===== src/rtl/vss_phase_gen.sv =====
module vss_phase_gen #(
  parameter int PHASE_W = 3
) (
  input  logic               clk,
  input  logic               rst_n,
  output logic [PHASE_W-1:0] phase,
  output logic               read_half,
  output logic               at_check,
  output logic               at_last
);
  localparam int HALF = 1 << (PHASE_W - 1);
  localparam logic [PHASE_W-1:0] CHECK_PH = PHASE_W'(HALF - 1);

  always_ff @(posedge clk) begin
    if (!rst_n) phase <= '0;
    else        phase <= phase + 1'b1;
  end

  assign read_half = ~phase[PHASE_W-1];
  assign at_check  = (phase == CHECK_PH);
  assign at_last   = &phase;
endmodule


===== src/rtl/vss_capture.sv =====
module vss_capture #(
  parameter int ADDR_W = 13,
  parameter int DATA_W = 8
) (
  input  logic              clk,
  input  logic              rst_n,
  input  logic              cpu_we,
  input  logic              cpu_sel,
  input  logic [ADDR_W-1:0] cpu_addr,
  input  logic [DATA_W-1:0] cpu_data,
  input  logic              done,
  output logic [ADDR_W-1:0] held_addr,
  output logic [DATA_W-1:0] held_data,
  output logic              pending,
  output logic              overrun
);
  logic accept;
  assign accept = cpu_we & ~pending;

  always_ff @(posedge clk) begin
    if (!rst_n) begin
      held_addr <= '0;
      held_data <= '0;
      pending   <= 1'b0;
      overrun   <= 1'b0;
    end else begin
      overrun <= cpu_we & pending;
      if (done) begin
        pending <= 1'b0;
      end else if (accept) begin
        held_addr <= cpu_addr;
        held_data <= cpu_data;
        pending   <= cpu_sel;
      end
    end
  end
endmodule


===== src/rtl/vss_slot_ctrl.sv =====
module vss_slot_ctrl #(
  parameter int PHASE_W = 3
) (
  input  logic               clk,
  input  logic               rst_n,
  input  logic [PHASE_W-1:0] phase,
  input  logic               at_check,
  input  logic               at_last,
  input  logic               pending,
  output logic               slot_act,
  output logic               we_out,
  output logic               done
);
  localparam int HALF = 1 << (PHASE_W - 1);
  localparam logic [PHASE_W-1:0] WE_PH = PHASE_W'(HALF + HALF / 2);

  always_ff @(posedge clk) begin
    if (!rst_n)        slot_act <= 1'b0;
    else if (at_check) slot_act <= pending;
    else if (at_last)  slot_act <= 1'b0;
  end

  assign we_out = slot_act & (phase >= WE_PH);
  assign done   = slot_act & at_last;
endmodule


===== src/rtl/vram_slot_seq.sv =====
module vram_slot_seq #(
  parameter int ADDR_W  = 13,
  parameter int DATA_W  = 8,
  parameter int PHASE_W = 3
) (
  input  logic               clk,
  input  logic               rst_n,
  input  logic               cpu_we,
  input  logic               cpu_sel,
  input  logic [ADDR_W-1:0]  cpu_addr,
  input  logic [DATA_W-1:0]  cpu_data,
  input  logic [ADDR_W-1:0]  disp_addr,
  input  logic [DATA_W-1:0]  ram_rdata,
  output logic [PHASE_W-1:0] slot_phase,
  output logic               busy,
  output logic               overrun,
  output logic               disp_oe,
  output logic               cap_oe,
  output logic               ram_we,
  output logic [ADDR_W-1:0]  ram_addr,
  output logic [DATA_W-1:0]  ram_wdata,
  output logic [DATA_W-1:0]  char_code,
  output logic               char_valid
);
  // named internal events, also observed by the bound checker
  logic              read_half, at_check, at_last;
  logic              pending, slot_act, we_int, done;
  logic [ADDR_W-1:0] held_addr;
  logic [DATA_W-1:0] held_data;

  vss_phase_gen #(.PHASE_W(PHASE_W)) u_phase (
    .clk(clk), .rst_n(rst_n), .phase(slot_phase),
    .read_half(read_half), .at_check(at_check), .at_last(at_last)
  );

  vss_capture #(.ADDR_W(ADDR_W), .DATA_W(DATA_W)) u_cap (
    .clk(clk), .rst_n(rst_n), .cpu_we(cpu_we), .cpu_sel(cpu_sel),
    .cpu_addr(cpu_addr), .cpu_data(cpu_data), .done(done),
    .held_addr(held_addr), .held_data(held_data),
    .pending(pending), .overrun(overrun)
  );

  vss_slot_ctrl #(.PHASE_W(PHASE_W)) u_slot (
    .clk(clk), .rst_n(rst_n), .phase(slot_phase), .at_check(at_check),
    .at_last(at_last), .pending(pending), .slot_act(slot_act),
    .we_out(we_int), .done(done)
  );

  assign busy    = pending;
  assign disp_oe = read_half;
  assign cap_oe  = slot_act;
  assign ram_we  = we_int;

  always_comb begin
    ram_addr  = '0;
    ram_wdata = '0;
    if (read_half) begin
      ram_addr = disp_addr;
    end else if (slot_act) begin
      ram_addr  = held_addr;
      ram_wdata = held_data;
    end
  end

  always_ff @(posedge clk) begin
    if (!rst_n) begin
      char_code  <= '0;
      char_valid <= 1'b0;
    end else begin
      char_valid <= at_check;
      if (at_check) char_code <= ram_rdata;
    end
  end
endmodule


===== config.mk =====
export PLATFORM = sky130hd
export DESIGN_NAME = vram_slot_seq
export DESIGN_NICKNAME = d
export VERILOG_FILES = /design/src/rtl/vss_phase_gen.sv /design/src/rtl/vss_capture.sv /design/src/rtl/vss_slot_ctrl.sv /design/src/rtl/vram_slot_seq.sv
export SDC_FILE = /design/constraint.sdc
export NUM_CORES = 1
export LEC_CHECK = 0
export BUFFER_PORTS_ARGS = -buffer_cell sky130_fd_sc_hd__buf_2
export CAP_MARGIN = 20
export CORE_AREA = 2 2 78 80
export CTS_CLUSTER_DIAMETER = 60
export DETAILED_ROUTE_END_ITERATION = 8
export DIE_AREA = 0 0 80 82
export SLEW_MARGIN = 5
export SYNTH_ARGS = -nofsm -noshare
export SYNTH_HDL_FRONTEND = slang
export SYNTH_SLANG_ARGS = --single-unit

===== constraint.sdc =====
create_clock -name clk -period 1.8 [get_ports clk]
set_input_delay 0 -clock clk [delete_from_list [all_inputs] [get_ports clk]]
set_output_delay 0 -clock clk [all_outputs]
set_load 0.005 [all_outputs]

Word level (Yosys, flattened, before mapping)
Index checks and enable logic that the tools add are counted.
{ "totals": {"register_bits": 36, "word_cells": 29, "out_inout_bits": 38, "inputBits": 46} }
{ "classes": {"magnitude_cmp": 1, "addsub": 1, "n_eq_ne": 1, "bitwise_logic": 8, "muxes": 6, "n_reduce_logical": 4} }
{ "op_table": {"columns": ["op", "count"], "rows": [
  ["13-bit 2-to-1 mux", 2],
  ["8-bit 2-to-1 mux", 2],
  ["1-bit AND", 4],
  ["1-bit NOT", 4],
  ["3-bit by 1-bit adder with 3-bit output, second input constant", 1],
  ["3-bit by 2-bit equality test with 1-bit output, second input constant", 1],
  ["3-bit >= comparator, second input constant", 1],
  ["3-bit AND reduction", 1],
  ["1-bit 2-to-1 mux", 2],
  ["2-bit AND reduction", 1],
  ["2-bit nonzero test", 1],
  ["2-bit OR reduction", 1]
]} }

Depth between registers and ports, before layout
{ "depth": {"word_depth": 4, "mapped_depth": 7, "ltp_nobuf": 5} }

Cells and area by module
Synthesis repeated with hierarchy kept, for this count alone.
{ "hier_totals": {"hier_cells": 168, "area_unflattened_um2": 1625.3} }
{ "modules_own_cells": {"columns": ["mod", "instances", "area_per_inst_um2", "seq_area_each_um2", "cells_each"], "rows": [
  ["vss_capture", 1, 922.1, 460.4, 97],
  ["vram_slot_seq", 1, 526.8, 180.2, 56],
  ["vss_phase_gen", 1, 125.1, 60.1, 10],
  ["vss_slot_ctrl", 1, 51.3, 20.0, 5]
]} }

Least setup slack after synthesis
OpenSTA, ideal clock, no wires.
{ "synth_timing": {"kind": "reg-to-reg", "start": "register u_phase.phase[2]", "end": "register char_code[0]", "slack_ns": 0.191, "period_less_slack_ns": 1.609, "setup_ns": 0.116, "stages_incl_launch_ff": 8, "n_path_buf": 3, "arrival_ns": 1.493, "required_ns": 1.684, "path_cell_list": "dfxtp_1 -> clkbuf_1 -> clkbuf_1 -> inv_1 -> ha_1 -> buf_2 -> mux2i_1 -> nor2b_1"} }
{ "synth_via": {"elab_chain_cells": 1} }
{ "synth_rtl": {"columns": ["element", "line_no", "text"], "rows": [
  ["from (decl)", "vss_phase_gen.sv:6", "output logic [PHASE_W-1:0] phase,"],
  ["from (signal assigned)", "vss_phase_gen.sv:16", "else phase <= phase + 1'b1;"],
  ["3-bit by 2-bit equality test with 1-bit output", "vss_phase_gen.sv:20", "assign at_check = (phase == CHECK_PH);"],
  ["named net at_check", "vram_slot_seq.sv:26", "logic read_half, at_check, at_last;"],
  ["to (signal assigned)", "vram_slot_seq.sv:71", "if (at_check) char_code <= ram_rdata;"],
  ["to (decl)", "vram_slot_seq.sv:22", "output logic [DATA_W-1:0] char_code,"]
]} }
The timed path passes the listed nets, and every way through them passes these cells.
A chain may end at the register's enable or synchronous reset.

Worst setup path in the final report
{ "layout_timing": {"start": "register u_phase.phase[0]", "end": "register u_cap.held_addr[8]"} }
{ "layout_via": {"elab_chain_cells": 4} }
{ "layout_rtl": {"columns": ["element", "line_no", "text"], "rows": [
  ["3-bit AND reduction", "vss_phase_gen.sv:21", "assign at_last = &phase;"],
  ["1-bit AND", "vss_slot_ctrl.sv:24", "assign done = slot_act & at_last;"],
  ["1-bit NOT (no line)", null, null],
  ["2-bit AND reduction (no line)", null, null],
  ["to (signal assigned)", "vss_capture.sv:31", "held_addr <= cpu_addr;"],
  ["to (decl)", "vss_capture.sv:12", "output logic [ADDR_W-1:0] held_addr,"]
]} }
Every way passes these cells.

==> impl_metrics.csv <==
group,metric,value,unit
outcome,run_status,"finished, final reports clean",
timing,tightest_slew,0.4752,ns
drt,route.detailed.vias_per_inst,4.354,
global_route,grt_pass1_wl,6617,um
final_layout,num_antenna_cells,0,
power_and_ir_drop,power_frac_clock,39.3,%
clocking,postCtsSetupRepairBufs,0,
global_route,antenna_found_initial,0,
setup_path,cp_data_arrival_time,1.75,ns
clocking,cts_buffer_depth,2,
final_layout,areaGrowthSynthToFinish,55.70,%
clocking,clock_tree.root_cell,"sky130_fd_sc_hd__clkbuf_8",
die,placement_rows,28,
die,fp.dieH,82,um
min_path,holdPathStages,3,
timing,finalWorstPathRequiredPeriod,1.538,ns
min_path,worst_min_delay_path_class,"in2reg",
synth,synth_warnings,0,
synth,syn_nets,248,
power_and_ir_drop,combPwrFrac,15.9,%
final_layout,fillers,599,
die,die_width,80,um
synth,syn-mean-instance-area,8.430,um2
die,core_area,5746,um2
synth,synth-edff-count,0,
clocking,worst_skew_pair.late_latency,0.28,ns
synth,yosys-top-cells-count,"sky130_fd_sc_hd__nand2_1 (44), sky130_fd_sc_hd__dfxtp_1 (36), sky130_fd_sc_hd__mux2i_1 (29), sky130_fd_sc_hd__inv_1 (15), sky130_fd_sc_hd__nand3_1 (13)",
timing,setup_tns_after_final_layout,0,ns
synth,synth-compound-area-share,5.097,%
setup_path,worst-path-max-fanout,21,
drt,via_count,1672,
placement,post-dp-hpwl,2715,um
power_and_ir_drop,cellLeakagePower,1.311,nW
final_layout,drive_gt1_share,31.07,%
clocking,post_cts.resized_instances,0,
drt,drt_iter0_drc,82,
placement,gpl.final_weighted_congestion,0.6239,
timing,relSlewSlack,68.32,%
power_and_ir_drop,vdd_ir_drop_max,318.0,uV
die,area_of_the_die,6560,um2
drt,antenna_left,0,
synth,yosys_register_bits,36,
power_and_ir_drop,seq_power_share,44.8,%
synth,dominantRegCellSynth,"sky130_fd_sc_hd__dfxtp_1",
job,maxCapViolCount,0,
setup_path,cells_along_the_critical_path,"ha_1 -> ha_1 -> nand2_1 -> and3b_1 -> buf_12 -> mux2i_1",
synth,synth-async-reset-ratio,0,%
final_layout,multi_input_comb_area,813.3,um2
clocking,cts_made_buffers,5,
global_route,first_global_vias,1546,
drt,route.detailed.wl_per_inst,10.87,um
timing,hold_viol,0,
synth,netlist.area_leader.share,43.18,%
drt,detail_route.first_pass.iterations,2,
final_layout,final_net_count,358,
placement,port_buffers,83,
drt,drt_wl_total,4175,um
synth,synth_sequential_area_ratio,43.18,%
die,ports_placed_on_the_boundary,84,
synth,post_synth_instance_area,1669,um2
timing,skew,0.005590,ns
die,initial_core_util,29.05,%
synth,synth_top_cell_by_area,"sky130_fd_sc_hd__dfxtp_1",
power_and_ir_drop,internal_dissipation,0.001508,W
placement,dpl_worst_slack,0.2675,ns
power_and_ir_drop,pwr_density_cell,746.3,nW/um2
synth,synthTopCellsByArea,"sky130_fd_sc_hd__dfxtp_1 (43%), sky130_fd_sc_hd__mux2i_1 (17%), sky130_fd_sc_hd__nand2_1 (9.9%), sky130_fd_sc_hd__nor2b_1 (4.5%), sky130_fd_sc_hd__nand3_1 (3.9%)",
setup_path,critPathSlowestCell,"sky130_fd_sc_hd__dfxtp_1",
setup_path,critical_path.top_delay_family,"adder cells",
clocking,cts.sinks,36,
synth,largest_family_of_logic_cells_by_synthesized_area,"simple AND/OR/NAND/NOR gates",
clocking,clkSlewWorstSetupHoldPaths,0.07,ns
global_route,grt_usage,12.76,%
synth,yosys.area_share.xor_xnor,0,%
timing,slew_viol_final,0,
drt,drc_violation_count_after_routing,0,
timing,timing.fmax,0.6502,GHz
synth,post_synthesis_share_of_cell_area_spent_on_and_or_nand_and_nor_gates,23.24,%
setup_path,setup.worst_path.start_class,"flip-flop",
synth,synth_mux_area_share,17.39,%
clocking,tritoncts,"yes",
global_route,grt_max_degree,36,
timing,grt_setup_unrepaired,"false",
synth,yosys.cell_count.top_type,"sky130_fd_sc_hd__nand2_1",
setup_path,timing_worst_setup_path_type,"reg2reg",
synth,syn_inst,198,
final_layout,layout.area.seq,720.7,um2
clocking,cts_hold_buf,31,
setup_path,timing.reg2reg.worst_path_depth,6,
global_route,globalRoute.totalOverflow,0,
setup_path,required_time_worst_endpoint,2.01,ns
final_layout,final_design_utilization,45.23,%
timing,final-setup-viol-count,0,
power_and_ir_drop,switching_power,0.0004313,W
synth,synth.distinct_cells,19,
timing,timing.final.ws_setup,0.2621,ns
setup_path,timing.critical_path.buf_inv,1,
setup_path,end_kind,"flip-flop",
power_and_ir_drop,power.share.switching,22.24,%
setup_path,crit_path_max_incr_delay,0.34,ns
clocking,cts.htree.levels,2,
setup_path,cp_common_cell,"sky130_fd_sc_hd__ha_1",
synth,synth_fa_ha_area_share,2.999,%
timing,final_min_period_over_clock_period,85.44,%
setup_path,critical_path_depth_in_cells,6,
[power groups by stage]
| stage | clock (W) | sequential (W) | combinational, W |
|---|---|---|---|
| 3_5_place_dp | 0 | 0.000887 | 0.000261 |
| 4_1_cts | 0.000792 | 0.000869 | 0.000313 |
| 6_report | 0.000762 | 0.000869 | 0.000308 |
| 5_1_grt | 0.000812 | 0.000874 | 0.000346 |
| 2_1_floorplan | 0 | 0.000883 | 0.000145 |
| 3_3_place_gp | 0 | 0.000886 | 0.000255 |
[metal layers]
| layer | share of wire (%) | up-vias | GRT usage (%) |
|---|---|---|---|
| li1 | - | 860 | - |
| met1 | 42 | 760 | 14.42 |
| met2 | 51 | 48 | 23.58 |
| met3 | 6.3 | 4 | 3.077 |
| met4 | 0.74 | 0 | 4.068 |
| met5 | 0 | - | 0 |
[kinds of logic (layout without fill, tap and decap cells)]
kind of cell               after synthesis  after routing
AOI/OAI and AO/OA                       16             16
adders and majority gates                4              4
buffers and inverters                   31            142
DFF                                     36             36
muxes                                   29             29
and+or+nand+nor                         82             82
[metrics by stage]
stage	area, um2	hold WS (ns)	instances	total power [W]
6_report	2599	0.1902	384	0.001939
5_1_grt	2599	0.2478	384	0.002032
4_1_cts	2599	0.2002	384	0.001974
3_5_place_dp	2162	0.2493	345	0.001148
3_3_place_gp	2162	0.2484	345	0.001141
2_1_floorplan	1669	0.08874	198	0.001029
[path summary, 6_finish.rpt]
check | slack (ns) | endpoint | start
min reg2reg | 0.45 | u_cap.held_data[5]$_SDFFE_PN0P_ | u_cap.held_data[5]$_SDFFE_PN0P_
min | 0.19 | u_cap.pending$_SDFFE_PP0P_ | rst_n
max reg2reg | 0.26 | u_cap.held_addr[8]$_SDFFE_PN0P_ | u_phase.phase[0]$_SDFF_PN0_
max | 0.26 | u_cap.held_addr[8]$_SDFFE_PN0P_ | u_phase.phase[0]$_SDFF_PN0_
[tightest hold or removal path, delay by kind of cell]
family | cells | cell delay, ns
buffers and inverters | 1 | 0.25
AND/OR/NAND/NOR | 2 | 0.17
[registers in the layout (all words and copies together), names as in the netlist]
signal and flops:
char_code 8, char_valid 1, u_cap.held_addr 13, u_cap.held_data 8
u_cap.overrun 1, u_cap.pending 1, u_phase.phase 3, u_slot.slot_act 1
[cells in the final DEF (no fill, tap or decap)]
master and count:
sky130_fd_sc_hd__buf_2 83, sky130_fd_sc_hd__nand2_1 44, sky130_fd_sc_hd__dfxtp_1 36, sky130_fd_sc_hd__dlygate4sd3_1 31, sky130_fd_sc_hd__mux2i_1 29, sky130_fd_sc_hd__inv_1 15
sky130_fd_sc_hd__nand3_1 13, sky130_fd_sc_hd__nor2b_1 12, sky130_fd_sc_hd__and3_1 9, sky130_fd_sc_hd__o21ai_0 8, sky130_fd_sc_hd__clkbuf_8 7, sky130_fd_sc_hd__o21ai_1 5
sky130_fd_sc_hd__ha_1 4, sky130_fd_sc_hd__buf_4 3, sky130_fd_sc_hd__a21oi_1 2, sky130_fd_sc_hd__buf_12 2, sky130_fd_sc_hd__o211a_1 1, sky130_fd_sc_hd__and3b_1 1
sky130_fd_sc_hd__and2_1 1, sky130_fd_sc_hd__nor3b_1 1, sky130_fd_sc_hd__nor2_1 1, sky130_fd_sc_hd__bufinv_16 1
[cell type report]
cell class	count	share of cell area [%]
repair buffers	119	30.33
clock inverters	1	1.156
inverters	15	2.167
clock buffers	7	3.707
well taps	75	3.611
flip-flops and latches	36	27.73
multi-input cells	131	31.30
No activity file was read; power rests on OpenSTA's default activity.
